[config.mk]
export PLATFORM = sky130hd
export DESIGN_NAME = irq_cycle_ctrl
export DESIGN_NICKNAME = d
export VERILOG_FILES = /design/src/rtl/irq_pkg.sv /design/src/rtl/irq_step_decode.sv /design/src/rtl/irq_flags.sv /design/src/rtl/irq_seq_strobes.sv /design/src/rtl/irq_cycle_ctrl.sv
export SDC_FILE = /design/constraint.sdc
export NUM_CORES = 1
export LEC_CHECK = 0
export BUFFER_PORTS_ARGS = -buffer_cell sky130_fd_sc_hd__clkbuf_2
export CORE_AREA = 2 2 39 41
export DETAILED_ROUTE_END_ITERATION = 8
export DIE_AREA = 0 0 41 43
export GPL_TIMING_DRIVEN = 0
export PLACE_DENSITY = 0.5
export RECOVER_POWER = 100
export SKIP_CTS_REPAIR_TIMING = 1
export SLEW_MARGIN = 20
export SYNTH_ARGS = -nofsm -noshare
export SYNTH_HDL_FRONTEND = slang
export SYNTH_SLANG_ARGS = --single-unit
[constraint.sdc]
create_clock -name clk -period 3 [get_ports clk]
set_input_delay 0.9 -clock clk [delete_from_list [all_inputs] [get_ports clk]]
set_output_delay 0.9 -clock clk [all_outputs]
set_load 0.005 [all_outputs]
[src/rtl/irq_pkg.sv]
package irq_pkg;

  // Strobe bundle driven toward the datapath
  typedef struct packed {
    logic fetch;
    logic ar_clr;
    logic tr_ld;
    logic mem_wr;
    logic pc_clr;
    logic pc_inc;
    logic ien_drop;
    logic sc_clr;
  } irq_strobe_t;

  // Index of each interrupt step inside the fetch window
  localparam int unsigned STEP_SAVE  = 0;
  localparam int unsigned STEP_STORE = 1;
  localparam int unsigned STEP_EXIT  = 2;
  localparam int unsigned NUM_FETCH  = 3;

  // Request acceptance: enable on, a flag up, outside the fetch window
  function automatic logic accept_req(input logic en, input logic fin,
                                      input logic fout, input logic late);
    return en & (fin | fout) & late;
  endfunction

  // Enable next state: sequence exit dominates, then clear, then set
  function automatic logic next_enable(input logic en, input logic set_req,
                                       input logic clr_req, input logic exit_now);
    logic n;
    n = en;
    if (set_req) n = 1'b1;
    if (clr_req) n = 1'b0;
    if (exit_now) n = 1'b0;
    return n;
  endfunction

endpackage

[src/rtl/irq_step_decode.sv]
module irq_step_decode #(
  parameter int unsigned SC_W    = 4,
  parameter int unsigned N_EARLY = 3
) (
  input  logic [SC_W-1:0]    step,
  output logic [N_EARLY-1:0] early,
  output logic               late
);

  for (genvar i = 0; i < N_EARLY; i++) begin : g_hit
    assign early[i] = (step == SC_W'(i));
  end

  assign late = ~|early;

  always_comb begin
    assert ($onehot0(early)) else $error("AST_STEP_ONEHOT");
  end

endmodule

[src/rtl/irq_flags.sv]
module irq_flags
  import irq_pkg::*;
(
  input  logic clk,
  input  logic rst_n,
  input  logic late,
  input  logic in_ready,
  input  logic out_ready,
  input  logic ien_set,
  input  logic ien_clr,
  input  logic exit_now,
  output logic ien_q,
  output logic pend_q
);

  logic take_req;
  logic ien_d;

  assign take_req = accept_req(ien_q, in_ready, out_ready, late);
  assign ien_d    = next_enable(ien_q, ien_set, ien_clr, exit_now);

  always_ff @(posedge clk or negedge rst_n) begin
    if (!rst_n) begin
      ien_q  <= 1'b0;
      pend_q <= 1'b0;
    end else begin
      ien_q <= ien_d;
      if (exit_now)      pend_q <= 1'b0;
      else if (take_req) pend_q <= 1'b1;
    end
  end

  AST_PEND_NEEDS_EN: assert property (@(posedge clk) disable iff (!rst_n)
    $rose(pend_q) |-> $past(ien_q));

  AST_NO_SET_IN_FETCH: assert property (@(posedge clk) disable iff (!rst_n)
    $rose(pend_q) |-> $past(late));

  AST_EXIT_CLEARS: assert property (@(posedge clk) disable iff (!rst_n)
    exit_now |=> (!pend_q && !ien_q));

  AST_PEND_HOLDS: assert property (@(posedge clk) disable iff (!rst_n)
    (pend_q && !exit_now) |=> pend_q);

  AST_CLR_WINS: assert property (@(posedge clk) disable iff (!rst_n)
    (ien_set && ien_clr) |=> !ien_q);

endmodule

[src/rtl/irq_seq_strobes.sv]
module irq_seq_strobes
  import irq_pkg::*;
#(
  parameter int unsigned N_EARLY = 3
) (
  input  logic               clk,
  input  logic               rst_n,
  input  logic [N_EARLY-1:0] early,
  input  logic               pend,
  output irq_strobe_t        stb,
  output logic               exit_now
);

  logic in_fetch;
  assign in_fetch = |early;

  always_comb begin
    stb          = '0;
    stb.fetch    = in_fetch & ~pend;
    stb.ar_clr   = pend & early[STEP_SAVE];
    stb.tr_ld    = pend & early[STEP_SAVE];
    stb.mem_wr   = pend & early[STEP_STORE];
    stb.pc_clr   = pend & early[STEP_STORE];
    stb.pc_inc   = pend & early[STEP_EXIT];
    stb.ien_drop = pend & early[STEP_EXIT];
    stb.sc_clr   = pend & early[STEP_EXIT];
  end

  assign exit_now = stb.sc_clr;

  AST_ONE_PHASE: assert property (@(posedge clk) disable iff (!rst_n)
    $onehot0({stb.ar_clr, stb.mem_wr, stb.pc_inc}));

  AST_FETCH_EXCLUSIVE: assert property (@(posedge clk) disable iff (!rst_n)
    stb.fetch |-> !(stb.ar_clr || stb.mem_wr || stb.pc_inc));

  AST_STORE_AFTER_SAVE: assert property (@(posedge clk) disable iff (!rst_n)
    stb.mem_wr |-> $past(stb.ar_clr));

endmodule

[src/rtl/irq_cycle_ctrl.sv]
module irq_cycle_ctrl
  import irq_pkg::*;
#(
  parameter int unsigned SC_W = 4
) (
  input  logic            clk,
  input  logic            rst_n,
  input  logic [SC_W-1:0] step,
  input  logic            in_ready,
  input  logic            out_ready,
  input  logic            ien_set,
  input  logic            ien_clr,
  output logic            ien,
  output logic            pend,
  output logic            fetch_en,
  output logic            ar_clr,
  output logic            tr_from_pc,
  output logic            mem_wr,
  output logic            pc_clr,
  output logic            pc_inc,
  output logic            ien_drop,
  output logic            sc_clr
);

  localparam int unsigned N_EARLY = NUM_FETCH;

  logic [N_EARLY-1:0] early;
  logic               late;
  logic               exit_now;
  irq_strobe_t        stb;

  irq_step_decode #(.SC_W(SC_W), .N_EARLY(N_EARLY)) u_dec (
    .step  (step),
    .early (early),
    .late  (late)
  );

  irq_flags u_flags (
    .clk       (clk),
    .rst_n     (rst_n),
    .late      (late),
    .in_ready  (in_ready),
    .out_ready (out_ready),
    .ien_set   (ien_set),
    .ien_clr   (ien_clr),
    .exit_now  (exit_now),
    .ien_q     (ien),
    .pend_q    (pend)
  );

  irq_seq_strobes #(.N_EARLY(N_EARLY)) u_stb (
    .clk      (clk),
    .rst_n    (rst_n),
    .early    (early),
    .pend     (pend),
    .stb      (stb),
    .exit_now (exit_now)
  );

  assign fetch_en   = stb.fetch;
  assign ar_clr     = stb.ar_clr;
  assign tr_from_pc = stb.tr_ld;
  assign mem_wr     = stb.mem_wr;
  assign pc_clr     = stb.pc_clr;
  assign pc_inc     = stb.pc_inc;
  assign ien_drop   = stb.ien_drop;
  assign sc_clr     = stb.sc_clr;

  AST_RESET_IDLE: assert property (@(posedge clk)
    !rst_n |-> (!ien && !pend));

endmodule

# Word level (Yosys, flattened, before mapping)
# Cells that the tools add are included.
classes:
  add_sub_neg: 0
  multipliers: 0
  div_mod_pow: 0
  magnitude_cmp: 0
  n_eq_ne: 2
  n_shift: 0
  n_mux: 5
  n_bitwise: 8
  reduce_logical: 5
op_table:
  columns: ["op", "n"]
  rows:
  - ["$and 1x1->1", 6]
  - ["$mux 1", 5]
  - ["$eq 4x1->1 const B", 1]
  - ["$eq 4x2->1 const B", 1]
  - ["$logic_not 4->1", 1]
  - ["$reduce_bool 3->1", 1]
  - ["$reduce_or 3->1", 1]
  - ["$reduce_bool 2->1", 1]
  - ["$logic_not 1->1", 1]
  - ["$not 1->1", 1]
  - ["$or 1x1->1", 1]
word_totals:
  regBits: 2
  latchBits: 0
  mem_bits_rw: 0
  mem_bits_ro: 0
  out_inout_bits: 10
  memories: 0

# Longest topological paths before layout
logic_depth:
  depth_word: 6
  depth_mapped: 3

# Modules after synthesis
# A second synthesis with hierarchy kept.
hier_totals:
  hier_cells: 21
  hier_area_um2: 183.9
modules_own_cells:
  columns: ["mod", "n_inst", "cells_each", "area_per_inst_um2", "seq_area_each_um2"]
  rows:
  - ["irq_flags", 1, 7, 83.8, 50.0]
  - ["irq_seq_strobes", 1, 10, 66.3, 0.0]
  - ["irq_step_decode", 1, 4, 33.8, 0.0]

# Worst setup path after synthesis
# Ideal clock, no wire load.
synth_timing:
  path_kind: "input port to output port"
  startpoint: "input port step[3]"
  endpoint: "output port tr_from_pc"
  t_arrival_ns: 1.591
  slack_ns: 0.509
  path_stages: 3
  path_buffers: 1
  cell_sequence: "nor2_2 -> nor4b_1 -> buf_4"
synth_via:
  elab_chain_len: 2
synth_lines:
  columns: ["item", "line", "text"]
  rows:
  - ["start: declaration", "irq_cycle_ctrl.sv:8", "input logic [SC_W-1:0] step,"]
  - ["$logic_not 4->1", "irq_step_decode.sv:11", "assign early[i] = (step == SC_W'(i));"]
  - ["$and 1x1->1", null, null]
  - ["end: declaration", "irq_cycle_ctrl.sv:17", "output logic tr_from_pc,"]
# Every way passes these cells.

# Worst setup path in the final report
layout_timing:
  startpoint: "input port step[3]"
  endpoint: "output port tr_from_pc"
layout_via:
  elab_chain_len: 2
layout_lines:
  columns: ["item", "line", "text"]
  rows:
  - ["$logic_not 4->1", "irq_step_decode.sv:11", null]
  - ["$and 1x1->1", "irq_seq_strobes.sv:21", "stb.tr_ld = pend & early[STEP_SAVE];"]
# Every way passes these cells.

==> flow_summary.json <==
{
  "fin_crit_ns": 2.75,
  "max_freq_ghz": 0.363,
  "ys_seq_elements": 2,
  "firstDrtPassIters": 2,
  "cts_buffers": 3,
  "coreArea_um2": 1380,
  "drive_above_1_share_pct": 53.7,
  "finalHoldViolCount": 0,
  "crit_chain": "clkbuf_1 > nor2_1 > nor4b_1 > buf_4 > clkbuf_1",
  "vias_per_cell": 3.93,
  "ant_nets": 0,
  "ff2ff_path_depth": 2,
  "nets": 53,
  "setup_violations": 0,
  "slowest_delay_ns": 0.38,
  "start_util_pct": 13.6,
  "final_max_slew_viol_count": 0,
  "fin_worst_skew_ns": 0.00256,
  "clk_latency_ns": 0.22,
  "crit_family": "simple AND/OR/NAND/NOR gates",
  "crit_path_frequent_cell": "clkbuf_1",
  "critPathKind": "in2out",
  "clock_tree.root_cell": "clkbuf_4",
  "yosysWarningCount": 0,
  "grt_pass1_wl_um": 821,
  "overflow": 0,
  "htreeDepth": 1,
  "mostFrequentLayoutCell": "clkbuf_2",
  "antenna_cells": 0,
  "power_leakage_uw": 0.000156,
  "cts_buffer_depth": 2,
  "final_cell_mix": "clkbuf_2, clkbuf_1, clkbuf_4",
  "drv_cap": 0,
  "crit_buf_inv": 3,
  "dieArea_um2": 1760,
  "tightest_slew_ns": 0.399,
  "clock_sinks": 2,
  "path_clk_slew_ns": 0.03,
  "avgSynthCellArea_um2": 9.88,
  "cp.arrival_ns": 1.85,
  "die_w_um": 41,
  "drtIter0Drc": 3,
  "grt_start_max_net_pins": 7,
  "cts_tree": "done",
  "setup-tns-final_ns": 0,
  "fin_area_um2": 297,
  "cp-end-kind": "output pin",
  "synthToLayoutAreaGrowth_pct": 58.0,
  "syn_nets": 29,
  "postPlaceCellArea_um2": 303,
  "worstPathRequired_ns": 2.10,
  "post-dp-hpwl_um": 436,
  "track_usage_pct": 7.72,
  "wl_um": 516,
  "vias": 224,
  "yosys.cell_types.count": 15,
  "critPathMaxFanout": 4,
  "io_buffers": 19,
  "drc": 0,
  "wire_per_inst_um": 9.05,
  "pin_count": 20,
  "grt_pass1_vias": 197,
  "status": "complete, no violations",
  "grt_setup_unrepaired": "no",
  "regToRegEndpoint": "u_flags.pend_q",
  "min_path_type": "in2async",
  "rrSetupSlack_ns": 2.25,
  "synth-seq-area-share_pct": 26.7,
  "crit_path_top_delay_cell": "nor4b_1",
  "num_rows": 14,
  "syn_area_um2": 188,
  "p_per_area_nw_per_um2": 405,
  "max_slew_margin_pct": 73.0,
  "vdd_drop_max_mv": 0.0784,
  "r2r-start": "u_flags.pend_q",
  "netlist_instances": 19,
  "die_h_um": 43,
  "place.gp.congestion": 0.617,
  "period_share_pct": 91.7,
  "startpoint_type": "input port",
  "antenna_found_initial": 0
}
-- report_power, final --
part	internal (µW)	leakage, µW	switching, µW
clock	44.0	0.0000138	14.4
sequential	30.8	0.0000236	4.59
combinational	13.8	0.000119	12.6
total	88.6	0.000156	31.5
-- how the worst max path moves through the flow --
stage	slack (ns)	depth (start not counted)	start	end
floorplan	0.51	3	step[3]	tr_from_pc
global placement	0.27	5	step[3]	tr_from_pc
CTS	0.25	5	step[3]	tr_from_pc
finish	0.25	5	step[3]	tr_from_pc
global route	0.14	5	step[3]	tr_from_pc
detailed placement	0.26	5	step[3]	tr_from_pc
-- logic make-up after synthesis --
kind of cell | count (synthesis) | synth area share (%)
compound gates | 4 | 21.3
buf+inv | 5 | 18.0
flops | 2 | 26.7
simple gates | 8 | 34.0
-- cells in the mapped netlist --
master    n  area, µm²
buf_4     4       30.0
dfrtp_1   2       50.1
a211oi_2  1       12.5
a22oi_1   1       7.51
a311oi_2  1       15.0
and2_1    1       6.26
and3_2    1       7.51
and4b_2   1       11.3
inv_1     1       3.75
nand2b_1  1       6.26
nor2_1    1       3.75
nor2_2    1       6.26
nor2b_4   1       13.8
nor4b_1   1       8.76
o21ai_0   1       5.00
-- state kept, by name, summed over array words and instances, names as in the netlist --
signal	count
u_flags.pend_q	1
u_flags.ien_q	1
-- through the flow --
step	total power [µW]	worst slack, ns	hold slack [ns]	std cells	utilization (%)
after floorplan	49.4	0.509	0.543	19	-
after global placement	67.1	0.267	0.584	54	21.9
after detailed placement	67.1	0.255	0.572	54	21.9
after CTS	128	0.251	0.450	57	23.5
after global routing	137	0.135	0.445	57	21.4
final	120	0.248	0.455	57	21.4
-- area by class of cell --
type	count	area, µm²
fill	161	1090
tap	16	20.0
clock buffer	3	22.5
buffer	4	30.0
sequential	2	50.0
multi-input combinational	12	82.6
inverter	1	3.75
timing repair buffer	19	87.6
-- per-layer routing --
layer | vias up | track usage (%) | share of wire [%]
met1 | 92 | 8.63 | 43
met5 | - | 0 | 0
li1 | 112 | - | -
met2 | 16 | 8.13 | 35
met3 | 4 | 4.71 | 17
met4 | 0 | 10.0 | 5.2
Power figures use the tool's default switching activity.
